$ cat src/rtl/wprot_pkg.sv
package wprot_pkg;

    // Width of the address slice compared against command addresses.
    localparam int CMD_AW = 12;
    localparam logic [CMD_AW-1:0] CMD_ADDR_LO = 12'h555;
    localparam logic [CMD_AW-1:0] CMD_ADDR_HI = 12'hAAA;

    localparam logic [7:0] KEY_START  = 8'hAA;
    localparam logic [7:0] KEY_SECOND = 8'h55;
    localparam logic [7:0] KEY_ARM    = 8'hA0;
    localparam logic [7:0] KEY_LOCK   = 8'hC0;
    localparam logic [7:0] KEY_DEACT  = 8'h80;
    localparam logic [7:0] KEY_FINAL  = 8'h20;

    typedef enum logic [3:0] {
        ST_IDLE,
        ST_G1,
        ST_G2,
        ST_ARMED,
        ST_L4,
        ST_LOPEN,
        ST_D3,
        ST_D4,
        ST_D5
    } seq_state_t;

    typedef struct packed {
        logic start_lo;   // AA to 0x555
        logic second_hi;  // 55 to 0xAAA
        logic arm_lo;     // A0 to 0x555
        logic lock_hi;    // C0 to 0xAAA
        logic deact_lo;   // 80 to 0x555
        logic final_lo;   // 20 to 0x555
    } cmd_hit_t;

endpackage

$ cat src/rtl/wprot_cmd_match.sv
module wprot_cmd_match
    import wprot_pkg::*;
#(
    parameter int ADDR_W = 13,
    parameter int DATA_W = 8
) (
    input  logic [ADDR_W-1:0] addr,
    input  logic [DATA_W-1:0] data,
    output cmd_hit_t          hit
);

    logic [CMD_AW-1:0] a_lo;
    logic              at_lo;
    logic              at_hi;

    // Only the low command slice takes part; higher bits are ignored.
    assign a_lo  = addr[CMD_AW-1:0];
    assign at_lo = (a_lo == CMD_ADDR_LO);
    assign at_hi = (a_lo == CMD_ADDR_HI);

    always_comb begin
        hit.start_lo  = at_lo && (data == DATA_W'(KEY_START));
        hit.second_hi = at_hi && (data == DATA_W'(KEY_SECOND));
        hit.arm_lo    = at_lo && (data == DATA_W'(KEY_ARM));
        hit.lock_hi   = at_hi && (data == DATA_W'(KEY_LOCK));
        hit.deact_lo  = at_lo && (data == DATA_W'(KEY_DEACT));
        hit.final_lo  = at_lo && (data == DATA_W'(KEY_FINAL));
    end

endmodule

$ cat src/rtl/wprot_gap_timer.sv
module wprot_gap_timer #(
    parameter int WIN_CYC = 64
) (
    input  logic clk,
    input  logic rst_n,
    input  logic active,
    input  logic wr_seen,
    output logic expired
);

    localparam int CNT_W = $clog2(WIN_CYC + 1);
    localparam logic [CNT_W-1:0] LAST = CNT_W'(WIN_CYC - 1);

    logic [CNT_W-1:0] gap_cnt;

    assign expired = active && !wr_seen && (gap_cnt == LAST);

    always_ff @(posedge clk) begin
        if (!rst_n) begin
            gap_cnt <= '0;
        end else if (wr_seen || !active) begin
            gap_cnt <= '0;
        end else if (!expired) begin
            gap_cnt <= gap_cnt + 1'b1;
        end
    end

endmodule

$ cat src/rtl/wprot_block_gate.sv
module wprot_block_gate #(
    parameter int ADDR_W = 13,
    parameter int BLOCKS = 8
) (
    input  logic [ADDR_W-1:0] addr,
    input  logic [BLOCKS-1:0] mask,
    output logic              locked
);

    localparam int IDX_W = $clog2(BLOCKS);

    logic [IDX_W-1:0]  blk_idx;
    logic [BLOCKS-1:0] blk_sel;

    assign blk_idx = addr[ADDR_W-1 -: IDX_W];

    for (genvar g = 0; g < BLOCKS; g++) begin : g_blk
        assign blk_sel[g] = (blk_idx == IDX_W'(g));
    end

    assign locked = |(blk_sel & mask);

endmodule

$ cat src/rtl/wprot_seq.sv
module wprot_seq
    import wprot_pkg::*;
#(
    parameter int              ADDR_W   = 13,
    parameter int              DATA_W   = 8,
    parameter int              BLOCKS   = 8,
    parameter int              WIN_CYC  = 64,
    parameter logic [BLOCKS-1:0] LOCK_RST = '0
) (
    input  logic              clk,
    input  logic              rst_n,
    input  logic              wr_en,
    input  logic [ADDR_W-1:0] wr_addr,
    input  logic [DATA_W-1:0] wr_data,
    output logic              wr_permit,
    output logic [BLOCKS-1:0] lock_mask,
    output logic              prot_on
);

    seq_state_t        state_q;
    seq_state_t        state_n;
    cmd_hit_t          hit;
    logic              locked;
    logic              expired;
    logic              permit_n;
    logic              set_prot;
    logic              clr_prot;
    logic              load_mask;
    logic              permit_q;
    logic              prot_q;
    logic [BLOCKS-1:0] mask_q;

    // Outcome of a write judged as if the matcher were idle.
    seq_state_t        idle_next;
    logic              idle_permit;

    wprot_cmd_match #(
        .ADDR_W (ADDR_W),
        .DATA_W (DATA_W)
    ) u_match (
        .addr (wr_addr),
        .data (wr_data),
        .hit  (hit)
    );

    wprot_block_gate #(
        .ADDR_W (ADDR_W),
        .BLOCKS (BLOCKS)
    ) u_gate (
        .addr   (wr_addr),
        .mask   (mask_q),
        .locked (locked)
    );

    wprot_gap_timer #(
        .WIN_CYC (WIN_CYC)
    ) u_timer (
        .clk     (clk),
        .rst_n   (rst_n),
        .active  (state_q != ST_IDLE),
        .wr_seen (wr_en),
        .expired (expired)
    );

    assign idle_next   = hit.start_lo ? ST_G1 : ST_IDLE;
    assign idle_permit = !hit.start_lo && !prot_q && !locked;

    always_comb begin
        state_n   = state_q;
        permit_n  = 1'b0;
        set_prot  = 1'b0;
        clr_prot  = 1'b0;
        load_mask = 1'b0;
        if (wr_en) begin
            unique case (state_q)
                ST_IDLE: begin
                    state_n  = idle_next;
                    permit_n = idle_permit;
                end
                ST_G1: begin
                    if (hit.second_hi) begin
                        state_n = ST_G2;
                    end else begin
                        state_n  = idle_next;
                        permit_n = idle_permit;
                    end
                end
                ST_G2: begin
                    if (hit.arm_lo) begin
                        state_n  = ST_ARMED;
                        set_prot = 1'b1;
                    end else if (hit.deact_lo) begin
                        state_n = ST_D3;
                    end else begin
                        state_n  = idle_next;
                        permit_n = idle_permit;
                    end
                end
                ST_ARMED: begin
                    if (hit.start_lo) begin
                        state_n = ST_L4;
                    end else begin
                        permit_n = !locked;
                    end
                end
                ST_L4: begin
                    if (hit.lock_hi) begin
                        state_n = ST_LOPEN;
                    end else begin
                        state_n  = idle_next;
                        permit_n = idle_permit;
                    end
                end
                ST_LOPEN: begin
                    state_n   = ST_IDLE;
                    load_mask = 1'b1;
                end
                ST_D3: begin
                    if (hit.start_lo) begin
                        state_n = ST_D4;
                    end else begin
                        state_n  = idle_next;
                        permit_n = idle_permit;
                    end
                end
                ST_D4: begin
                    if (hit.second_hi) begin
                        state_n = ST_D5;
                    end else begin
                        state_n  = idle_next;
                        permit_n = idle_permit;
                    end
                end
                ST_D5: begin
                    if (hit.final_lo) begin
                        state_n  = ST_IDLE;
                        clr_prot = 1'b1;
                    end else begin
                        state_n  = idle_next;
                        permit_n = idle_permit;
                    end
                end
                default: begin
                    state_n = ST_IDLE;
                end
            endcase
        end else if (expired) begin
            state_n = ST_IDLE;
        end
    end

    // State register
    always_ff @(posedge clk) begin
        if (!rst_n) begin
            state_q <= ST_IDLE;
        end else begin
            state_q <= state_n;
        end
    end

    // Output registers
    always_ff @(posedge clk) begin
        if (!rst_n) begin
            permit_q <= 1'b0;
            prot_q   <= 1'b0;
            mask_q   <= LOCK_RST;
        end else begin
            permit_q <= permit_n;
            if (set_prot) begin
                prot_q <= 1'b1;
            end else if (clr_prot) begin
                prot_q <= 1'b0;
            end
            if (load_mask) begin
                mask_q <= wr_data[BLOCKS-1:0];
            end
        end
    end

    assign wr_permit = permit_q;
    assign lock_mask = mask_q;
    assign prot_on   = prot_q;

endmodule

$ cat config.mk
export PLATFORM = sky130hd
export DESIGN_NAME = wprot_seq
export DESIGN_NICKNAME = d
export VERILOG_FILES = /design/src/rtl/wprot_pkg.sv /design/src/rtl/wprot_cmd_match.sv /design/src/rtl/wprot_gap_timer.sv /design/src/rtl/wprot_block_gate.sv /design/src/rtl/wprot_seq.sv
export SDC_FILE = /design/constraint.sdc
export NUM_CORES = 1
export LEC_CHECK = 0
export BUFFER_PORTS_ARGS = -buffer_cell sky130_fd_sc_hd__buf_2
export CORE_UTILIZATION = 33
export CTS_CLUSTER_SIZE = 10
export DETAILED_ROUTE_END_ITERATION = 16
export PLACE_DENSITY = 0.65
export SLEW_MARGIN = 10
export SYNTH_ARGS = -nofsm -noshare
export SYNTH_HDL_FRONTEND = slang
export SYNTH_SLANG_ARGS = --single-unit
$ cat constraint.sdc
create_clock -name clk -period 4.3 [get_ports clk]
set_input_delay 0.645 -clock clk [delete_from_list [all_inputs] [get_ports clk]]
set_output_delay 0.645 -clock clk [all_outputs]
set_load 0.02 [all_outputs]
==> impl_results.md <==
- Status: finished clean
- Post-CTS setup repair buffer count: 0
- Number of synthesized register bits: 21
- Via count: around 1400
- I/O pin count: 34
- Critical Path Source Type: primary input
- Area delta synth->final: 15.2%
- TritonCTS buffer count: 3
- Routed WL: between 3000 and 4000 um
- Number of global-route vias before repair: ~1200
- Post-synth EDFFs: 0
- Die area: 0.00462 sq mm
- Top cells by area, synth: dfxtp_1 (29%), mux2i_1 (7.0%), nor2_1 (5.2%), nand2_1 (3.4%), a21oi_1 (3.1%)
- LEAKAGE: ~0.71 nW
- Arr. time, crit path: about 2500 ps
- Max Root-Sink Buffers: 2
- Final period demand of the worst path: around 2300 ps
- Internal power: approximately 270 uW
- Area of the multi-input gates: about 950 sq um
- HP Class: flop to flop
- Peak VDD IR: about 230 uV
- Starting Density: 0.351
- Placement Rows: 23
- Sequential Area: ~420 sq um
- Total GRT Usage: 0.160
- Post-synth net total: 192
- CTS resizes: 0
- CTS root buf: clkbuf_8
- MaxCap Viol Count: 0
- Clock network fraction of total power: 0.357
- CTS sink cnt: 21
- Highest Clock Rate: about 0.44 GHz
- Sw Pwr: approximately 85 uW
- Initial DRC count: 70
- Yosys top cell by area: dfxtp_1
- Worst-margin pin slew: 562 ps
- Filler cell count: slightly above 400
- Reg power frac: 0.541
- Post-Synthesis Cells: approximately 170
- Seq/Total Area, Yosys: 0.293
- Initial antenna violation count: 0
- Yosys top cell area share: 0.293
- CTS tree: done
- Chip Width: a little under 70 um
- Largest net degree at the start of global routing: 17
- CTS Hold Buffers Added: 0
- Post-DP HPWL: 2710 um
- Post-route ant nets: 0
- Ant. Diodes: 0
- Non-filler cells, final: 245
- Final Max Tran Viols: 0
- Final hold vios: 0
- Wire length per cell: 14.3 um
- Async SR Flop Fraction: 0
- DR pass1 iterations: 4
- Final Skew: 5.84 ps
- Die extent in y: between 60 and 70 um
- Main synth FF type: dfxtp_1
- Kind of critical path: primary input to flop
- Global-route wire length before repair: roughly 5600 um
- Maximum fanout along the worst path: 11
- Core area: 0.00409 sq mm
- GPL Wtd Cong: 0.858
- Worst relative slew slack: 0.624
- Unique masters post-synth: 60
- Required @ worst endpoint: ~4500 ps
- Placed cell count: 241
- Syn_area_per_cell: about 8.6 sq um
- Synth Cell Area: 0.00144 sq mm
- Switching Share: 0.236
- Comb pwr share: 0.102
- YS warnings: 0
- Nets: 221
- Port Buf Inserts: 33
- Final-report setup violation count: 0
- Total power: between 300 and 400 uW
- Drt drc: 0
- Total Neg Setup Slack: 0 ps
- Fin crit share: 0.527
- Worst-skew pair later-pin latency: ~260 ps
- Clock slew at reported path FFs: around 70 ps
- Critical Path End Type: flop
- Via/cell ratio: about 5.7
- RSZ-0062 raised after global routing: false
- Pwr/cell area: between 200 and 250 mW/mm^2
- Share of layout cells above drive strength 1: 0.246
- H-tree depth: 1
- Gr ovfl total: 0
[state kept, by name (all words and copies together) (netlist names)]
register / cells
prot_on: 1
wr_permit: 1
lock_mask: 8
u_timer.gap_cnt: 7
state_q: 4
[cells by family (layout without fill, tap and decap cells)]
kind of cell               after synthesis  after routing  synth area share
muxes                                   12             12             0.101
and+or+nand+nor                         83             83             0.356
AOI/OAI and AO/OA                       37             37             0.185
xor gates and xnor gates                 2              2            0.0122
DFF                                     21             21             0.293
buffers and inverters                   11             39            0.0445
adders and majority gates                1              1           0.00872
[power groups by stage]
| stage | logic [mW] | clock network, mW | registers, mW |
|---|---|---|---|
| 2_1_floorplan | 0.0160 | 0 | 0.200 |
| 3_3_place_gp | 0.0365 | 0 | 0.199 |
| 3_5_place_dp | 0.0362 | 0 | 0.199 |
| 4_1_cts | 0.0364 | 0.134 | 0.195 |
| 5_1_grt | 0.0398 | 0.143 | 0.195 |
| 6_report | 0.0367 | 0.128 | 0.195 |
[metrics by stage]
stage	hold slack (ps)	area, sq um	setup WS [ps]	util
finish	482	1650	2030	0.404
CTS	482	1650	2060	0.404
global placement	466	1610	1830	0.393
global route	501	1650	1940	0.404
detailed placement	466	1610	1790	0.393
floorplan	439	1440	2110	-
[cell usage after synthesis, types with 3 or more instances]
cell type  number
a31oi_1         3
nand3_1         8
mux2i_1        10
a21oi_1         9
nand2_1        13
dfxtp_1        21
nor4_1          3
nor3_1          7
o21ai_0         3
clkbuf_1        4
nor2_1         20
o211ai_1        3
[area by class of cell]
type,instances,area share
inverters,2,0.00454
clock buffers,3,0.0250
repair buffers,33,0.0999
clock inverters,1,0.00303
multi-input cells,135,0.575
well taps,50,0.0379
flip-flops and latches,21,0.254
[layer usage]
metal / vias to the layer above / global-route usage / part of all wire / wire [um]
li1: 698 / - / - / -
met2: 44 / 0.241 / 0.45 / 1590
met4: 0 / 0.0625 / 0.019 / 67
met5: - / 0 / 0 / 0
met1: 635 / 0.225 / 0.48 / 1680
met3: 8 / 0.0233 / 0.047 / 165
[layout by cell type (no fill, tap or decap), types with 2 or more instances in the layout]
master	instances
nor4_1	3
mux2i_1	10
a311oi_1	2
clkbuf_8	3
nor3_1	7
dfxtp_1	21
nand2_1	13
nand4_1	2
nand2b_1	2
a21oi_1	9
nand4b_1	2
inv_1	2
a22o_1	2
and3_1	2
o21ai_0	3
nor2_1	20
nand3_1	8
o211ai_1	3
a31oi_1	3
and4_1	2
buf_2	33
a41oi_1	2
o21ai_1	2
nor3b_1	2
mux4_2	2
nor2b_1	2
[critical path: stages]
cell and delay (ps):
buf_2 110, nor4bb_2 290, nand4_1 400, o21a_4 360, or4b_1 510, a21oi_1 140
[worst paths after layout]
path	to	cells after the start	start	slack, ps
worst max-delay path	state_q[3]$_SDFFE_PN0P_	6	wr_addr[5]	2030
worst min-delay path	u_timer.gap_cnt[4]$_SDFFE_PP0N_	1	u_timer.gap_cnt[4]$_SDFFE_PP0N_	480
worst max register to register	state_q[3]$_SDFFE_PN0P_	5	state_q[2]$_SDFFE_PN0P_	2400
worst min register to register	u_timer.gap_cnt[4]$_SDFFE_PP0N_	1	u_timer.gap_cnt[4]$_SDFFE_PP0N_	480
Note: power is estimated with default switching activity, not from simulation.
